### src/rtl/can_bit_sampler_pkg.sv
package can_bit_sampler_pkg;

    typedef enum logic {
        ST_WAIT_DOM = 1'b0,
        ST_TRACK    = 1'b1
    } cbs_state_e;

endpackage

### src/rtl/cbs_line_sync.sv
module cbs_line_sync #(
    parameter int STAGES = 2
) (
    input  logic clk,
    input  logic rst_n,
    input  logic rx_raw,
    output logic rx_lvl,
    output logic rx_fall
);

    logic [STAGES-1:0] chain_q;
    logic              prev_q;

    // Recessive reset value so no false edge appears after reset.
    always_ff @(posedge clk or negedge rst_n) begin
        if (!rst_n) begin
            chain_q <= '1;
            prev_q  <= 1'b1;
        end else begin
            chain_q <= {chain_q[STAGES-2:0], rx_raw};
            prev_q  <= chain_q[STAGES-1];
        end
    end

    assign rx_lvl  = chain_q[STAGES-1];
    assign rx_fall = prev_q & ~chain_q[STAGES-1];

endmodule

### src/rtl/cbs_sample_ctrl.sv
module cbs_sample_ctrl
    import can_bit_sampler_pkg::*;
#(
    parameter int CNT_W = 16,
    parameter int IDX_W = 8
) (
    input  logic             clk,
    input  logic             rst_n,
    input  logic             rx_lvl,
    input  logic             rx_fall,
    input  logic [CNT_W-1:0] cycles_per_bit,
    input  logic [CNT_W-1:0] sample_offset,
    input  logic             idle_req,
    output logic             bit_valid,
    output logic             bit_value,
    output logic [IDX_W-1:0] bit_index
);

    localparam logic [CNT_W-1:0] CNT_ONE = {{(CNT_W-1){1'b0}}, 1'b1};
    localparam logic [IDX_W-1:0] IDX_ONE = {{(IDX_W-1){1'b0}}, 1'b1};

    typedef struct packed {
        cbs_state_e       st;
        logic [CNT_W-1:0] remain;   // clocks left until the decision point
        logic [IDX_W-1:0] count;    // bits decided since idle
        logic             vld;
        logic             val;
        logic [IDX_W-1:0] idx;
    } ctrl_t;

    localparam ctrl_t CTRL_RST = '{
        st:     ST_WAIT_DOM,
        remain: '0,
        count:  '0,
        vld:    1'b0,
        val:    1'b1,
        idx:    '0
    };

    ctrl_t ctrl_d, ctrl_q;

    always_comb begin
        ctrl_d     = ctrl_q;
        ctrl_d.vld = 1'b0;
        if (idle_req) begin
            ctrl_d.st     = ST_WAIT_DOM;
            ctrl_d.remain = '0;
            ctrl_d.count  = '0;
            ctrl_d.idx    = '0;
        end else begin
            unique case (ctrl_q.st)
                ST_WAIT_DOM: begin
                    if (!rx_lvl) begin
                        // This sample is the start of frame and the anchor.
                        ctrl_d.st     = ST_TRACK;
                        ctrl_d.remain = sample_offset - CNT_ONE;
                    end
                end
                ST_TRACK: begin
                    if (ctrl_q.remain == '0) begin
                        // Decision point; a coincident edge is not an anchor.
                        ctrl_d.vld    = 1'b1;
                        ctrl_d.val    = rx_lvl;
                        ctrl_d.idx    = ctrl_q.count;
                        ctrl_d.count  = ctrl_q.count + IDX_ONE;
                        ctrl_d.remain = cycles_per_bit - CNT_ONE;
                    end else if (rx_fall) begin
                        ctrl_d.remain = sample_offset - CNT_ONE;
                    end else begin
                        ctrl_d.remain = ctrl_q.remain - CNT_ONE;
                    end
                end
                default: ctrl_d = CTRL_RST;
            endcase
        end
    end

    always_ff @(posedge clk or negedge rst_n) begin
        if (!rst_n) begin
            ctrl_q <= CTRL_RST;
        end else begin
            ctrl_q <= ctrl_d;
        end
    end

    assign bit_valid = ctrl_q.vld;
    assign bit_value = ctrl_q.val;
    assign bit_index = ctrl_q.idx;

endmodule

### src/rtl/can_bit_sampler.sv
module can_bit_sampler #(
    parameter int CNT_W       = 16,
    parameter int IDX_W       = 8,
    parameter int SYNC_STAGES = 2
) (
    input  logic             clk,
    input  logic             rst_n,
    input  logic             rx_line,
    input  logic [CNT_W-1:0] cycles_per_bit,
    input  logic [CNT_W-1:0] sample_offset,
    input  logic             idle_req,
    output logic             bit_valid,
    output logic             bit_value,
    output logic [IDX_W-1:0] bit_index
);

    logic rx_lvl;
    logic rx_fall;

    cbs_line_sync #(
        .STAGES (SYNC_STAGES)
    ) i_line_sync (
        .clk     (clk),
        .rst_n   (rst_n),
        .rx_raw  (rx_line),
        .rx_lvl  (rx_lvl),
        .rx_fall (rx_fall)
    );

    cbs_sample_ctrl #(
        .CNT_W (CNT_W),
        .IDX_W (IDX_W)
    ) i_sample_ctrl (
        .clk            (clk),
        .rst_n          (rst_n),
        .rx_lvl         (rx_lvl),
        .rx_fall        (rx_fall),
        .cycles_per_bit (cycles_per_bit),
        .sample_offset  (sample_offset),
        .idle_req       (idle_req),
        .bit_valid      (bit_valid),
        .bit_value      (bit_value),
        .bit_index      (bit_index)
    );

endmodule

### config.mk
export PLATFORM = sky130hd
export DESIGN_NAME = can_bit_sampler
export DESIGN_NICKNAME = d
export VERILOG_FILES = /design/src/rtl/can_bit_sampler_pkg.sv /design/src/rtl/cbs_line_sync.sv /design/src/rtl/cbs_sample_ctrl.sv /design/src/rtl/can_bit_sampler.sv
export SDC_FILE = /design/constraint.sdc
export NUM_CORES = 1
export LEC_CHECK = 0
export BUFFER_PORTS_ARGS = -buffer_cell sky130_fd_sc_hd__buf_2
export CORE_AREA = 2 2 83 77
export CTS_CLUSTER_SIZE = 25
export DETAILED_ROUTE_END_ITERATION = 7
export DIE_AREA = 0 0 85 79
export PLACE_DENSITY_LB_ADDON = 0.25
export SLEW_MARGIN = 25
export SYNTH_ARGS = -nofsm -noshare
export SYNTH_HDL_FRONTEND = slang
export SYNTH_HIERARCHICAL = 1
export SYNTH_SLANG_ARGS = --single-unit
### constraint.sdc
create_clock -name clk -period 6.79 [get_ports clk]
set_clock_uncertainty 0.15 [all_clocks]
set_input_delay 1.6975 -clock clk [delete_from_list [all_inputs] [get_ports clk]]
set_output_delay 1.6975 -clock clk [all_outputs]
set_load 0.005 [all_outputs]
* After elaboration in Yosys (flattened, before gate mapping)
Index checks and enable logic that the tools add are counted.
Word-level totals: register bits 38, bits of input ports 36, output and inout port bits 10, word-level logic and storage cells 32
Operators by class: $add $sub $neg 4, equality and inequality tests 1, mux-type cells 10, bitwise logic cells 4, reduce and logical (&&, ||, !) cells 5
Operators with widths (count):
- $sub A16 B1 Y16 const B | 3
- $mux W18 | 2
- $mux W16 | 2
- $pmux W16 S2 | 1
- $mux W25 | 1
- $mux W17 | 1
- $logic_not A16 Y1 | 1
- $add A8 B1 Y8 const B | 1
- $mux W8 | 1
- $reduce_bool A2 Y1 | 2
- $ne A3 B3 Y1 const B | 1
- $not A1 Y1 | 3
- $reduce_and A3 Y1 | 1
- $mux W2 | 1
- $reduce_and A2 Y1 | 1
- $and A1 B1 Y1 | 1
- $mux W1 | 1

* Logic depth before layout (Yosys ltp)
depth in word-level cells 6, depth in mapped cells 10, depth with buffers taken out 8

* Modules after synthesis
Netlist, hierarchy kept.
Modules (own cells, without submodules):
- cbs_sample_ctrl | instances 1, cells each 341, area an instance 2750.1 um^2, sequential area each 877.1 um^2
- cbs_line_sync | instances 1, cells each 4, area an instance 92.6 um^2, sequential area each 78.8 um^2

* Worst setup path after synthesis
OpenSTA, ideal clock, no wires.
path type in2reg, start input port cycles_per_bit[4], end register i_sample_ctrl/ctrl_q[28] (netlist name), setup time 121 ps, arrival time 3300 ps, required time 6519 ps, path slack 3218 ps, stages 7, buffers on the path 1, cells stage by stage or3_4 > or3b_1 > buf_6 > nor4b_4 > xnor2_1 > a21oi_1 > a32o_2
Between the ends: longest elaborated chain between the ends 4
Ends and longest elaborated chain:
- from (decl) | line can_bit_sampler.sv:9 | input logic [CNT_W-1:0] cycles_per_bit,
- $sub A16 B1 Y16 | line cbs_sample_ctrl.sv:66 | ctrl_d.remain = cycles_per_bit - CNT_ONE;
- $mux W16 | line cbs_sample_ctrl.sv:60 | if (ctrl_q.remain == '0) begin
- $pmux W16 S2 | line cbs_sample_ctrl.sv:51 | unique case (ctrl_q.st)
- $mux W25 | line cbs_sample_ctrl.sv:45 | if (idle_req) begin
- to (signal assigned) | line cbs_sample_ctrl.sv:82 | ctrl_q <= ctrl_d;
- to (decl) | line cbs_sample_ctrl.sv:40 | ctrl_t ctrl_d, ctrl_q;
No other way between the ends. A chain may end at the register's enable or synchronous reset.

* Worst setup path after layout
Same ends and word-level chain as after synthesis.

==> results.yml <==
layout:
  final_core_utilization: 0.531
  final_cell_count_no_fill: 446
  area_delta_synth_final_pct: 10.3
  layout.nets: 414
  antennaDiodeCount: 0
  finalInstanceArea_um2: 3140
  fraction_of_layout_cells_with_a_size_suffix_above_1: 0.195
routing:
  met3_length_um: 414
  drt_wl_total_mm: 6.81
  highest_layer: "met4"
  detailedRoute.firstPassIterationCount: 5
  met2_wirelength_mm: 3.04
  detailedRoute.firstIterationViolations: 192
  vias: 2537
  detail_route.wirelength.met1_mm: 3.31
  post_drt_wl_per_cell_um: 15.3
  antenna_left: 0
  viasPerCell: 5.69
  drt_drc_violations_left: 0
sta:
  finalSetupViolations: 0
  report.final.hold_viol_count: 0
  finalSetupTns_ns: 0
  max-slew-margin-rel: 0.409
  timing.final.crit_share: 0.513
  drv_slew: 0
  finalWorstPathRequiredPeriod_ns: 3.49
  grt_setup_unrepaired: "no"
  max_clock_freq_mhz: 287
  max_slew.worst_pin.slew_ns: 0.884
worst_hold_path:
  holdPathEnd: "i_line_sync/chain_q[1]"
  hold_path_cell_cnt: 0
  timing.hold.worst.class: "register to register"
  timing.hold.worst.start: "i_line_sync/chain_q[0]"
logic_synthesis:
  synth_top_cells_by_count: "53 x nand2_1, 35 x nor2_1, 34 x dfrtp_1"
  synthDominantAreaCellType: "dfrtp_1"
  synthesis.yosys.warnings: 6
  synthesis.instances: 345
  synth_seq_cells: 38
  ys_seq_area_frac: 0.336
  synthesis.nets: 386
  synth.area.top_cells: "dfrtp_1 30%, nand2_1 7.0%, xnor2_1 6.8%"
  synth.distinct_cells: 56
  syn_area_um2: 2840
  synth_top_area_frac: 0.299
  synthMostInstantiatedCell: "nand2_1"
  synth-edff-count: 0
  synthesis.area_per_instance_um2: 8.24
  ys_dominant_reg_cell: "dfrtp_1"
  async_reset_ff_frac: 1.00
place:
  dp.final_hpwl_mm: 5.12
  placed_cells: 438
  total_placed_instance_area_um2: 3030
  buffer_ports.inserted: 45
  place_congestion: 0.954
global_route:
  grt_remaining_overflow: 0
  grt_antenna_before_repair: 0
  number_of_global_route_vias_before_repair: 2345
  grt_max_degree: 39
  grtUsageTotal: 0.216
  grt_first_pass_wirelength_mm: 11.5
clocking:
  post_cts_repair_setup_buffers: 0
  numClockSinks: 38
  tritoncts_clock_tree: "built"
  clk-insertion-delay-late_ns: 0.29
  clk_root_buffer_cell: "clkbuf_8"
  holdBufCountCts: 0
  clock_tree.buffer_depth: 2
  h_tree_lvls: 2
  cts_repair_resize_count: 0
  cts_made_buffers: 5
  clkSlewWorstSetupHoldPaths_ns: 0.07
setup_path:
  worst_setup_path_class: "input port to register"
  worst_r2r_startpoint: "i_sample_ctrl/ctrl_q[20]"
  crit_required_ns: 6.83
  timing.critical_path.fanout_max: 5
  timing.critical_path.from_type: "input port"
  critPathArrivalTime_ns: 3.52
  r2r_cells: 6
  r2r_setup_slack_ns: 3.91
  critPathCaptureType: "register"
  worstReg2RegEnd: "i_sample_ctrl/ctrl_q[25]"
die:
  chipHeight_um: 79
  die_w_um: 85
  fp-row-count: 27
  initial_core_util: 0.481
  pin_count: 46
  design.die.area_um2: 6720
  design.core.area_um2: 5910
power_and_ir_drop:
  powerDensity_nw_per_um2: 195
  worst_ir_drop_vdd_mv: 0.107
  power_leakage_uw: 0.00129
  finalPower_uw: 612
run:
  max-cap-violations: 0
outcome:
  run_status: "finished, final reports clean"
## area by class of cell
type	count	area (µm²)
clock buffer	5	68.8
clock inverter	3	40.0
fill	571	2780
inverter	8	30.0
multi-input combinational	274	1720
sequential	38	956
tap	72	90.1
timing repair buffer	46	233
## report_power, final
part           internal [µW]  total (µW)  switching [µW]
sequential               242         265            23.4
clock                    108         190            81.8
combinational           68.0         157            88.9
total                    418         612             194
## worst max-delay path by stage
stage | startpoint | end | slack [ns] | depth (start not counted)
after floorplan | cycles_per_bit[4] | i_sample_ctrl/ctrl_q[28] | 3.22 | 7
after global placement | sample_offset[0] | i_sample_ctrl/ctrl_q[24] | 3.01 | 9
after detailed placement | sample_offset[0] | i_sample_ctrl/ctrl_q[24] | 2.99 | 9
after CTS | cycles_per_bit[4] | i_sample_ctrl/ctrl_q[28] | 3.30 | 7
after global routing | sample_offset[0] | i_sample_ctrl/ctrl_q[24] | 3.14 | 9
final | cycles_per_bit[4] | i_sample_ctrl/ctrl_q[28] | 3.30 | 7
## state kept, by name, summed over array words and instances, names as in the netlist
signal                   count
i_sample_ctrl/ctrl_q        25
i_sample_ctrl/bit_index      8
i_line_sync/chain_q          2
i_line_sync/prev_q           1
i_sample_ctrl/bit_valid      1
i_sample_ctrl/bit_value      1
## layout by cell type (no fill, tap or decap), types with 5 or more instances in the layout
cell,instances
nand2_1,53
buf_2,45
nor2_1,35
dfrtp_1,34
xnor2_1,22
nor3_1,19
xor2_1,19
a21oi_1,14
o21ai_0,14
nand3_1,12
o211ai_1,9
inv_1,8
nor4_1,7
nand4_1,7
clkbuf_8,5
and3_1,5
ha_1,5
## critical path: stages
cell and delay [ns]:
buf_2 0.11, or3_4 0.38, or3b_1 0.51, nor4b_4 0.29, xnor2_1 0.16, a21oi_1 0.09, a32o_2 0.27
## metal layers
metal,GRT usage,up-vias
met1,0.304,1162
li1,-,1264
met4,0.0524,0
met2,0.344,105
met3,0.0395,6
met5,0,-
## kinds of logic (layout without fill, tap and decap cells)
kind of cell | after synthesis | in the layout | synth area share
flops | 38 | 38 | 0.336
buf+inv | 33 | 62 | 0.0607
compound gates | 56 | 56 | 0.132
mux | 1 | 1 | 0.00396
simple gates | 171 | 171 | 0.319
xor+xnor | 41 | 41 | 0.126
fa+ha+maj | 5 | 5 | 0.0220
## stage by stage
stage               hold slack (ns)  worst slack [ns]
detailed placement            0.198              2.99
global route                  0.211              3.14
finish                        0.207              3.30
global placement              0.198              3.01
floorplan                     0.195              3.22
CTS                           0.208              3.30
Power figures use the tool's default switching activity.
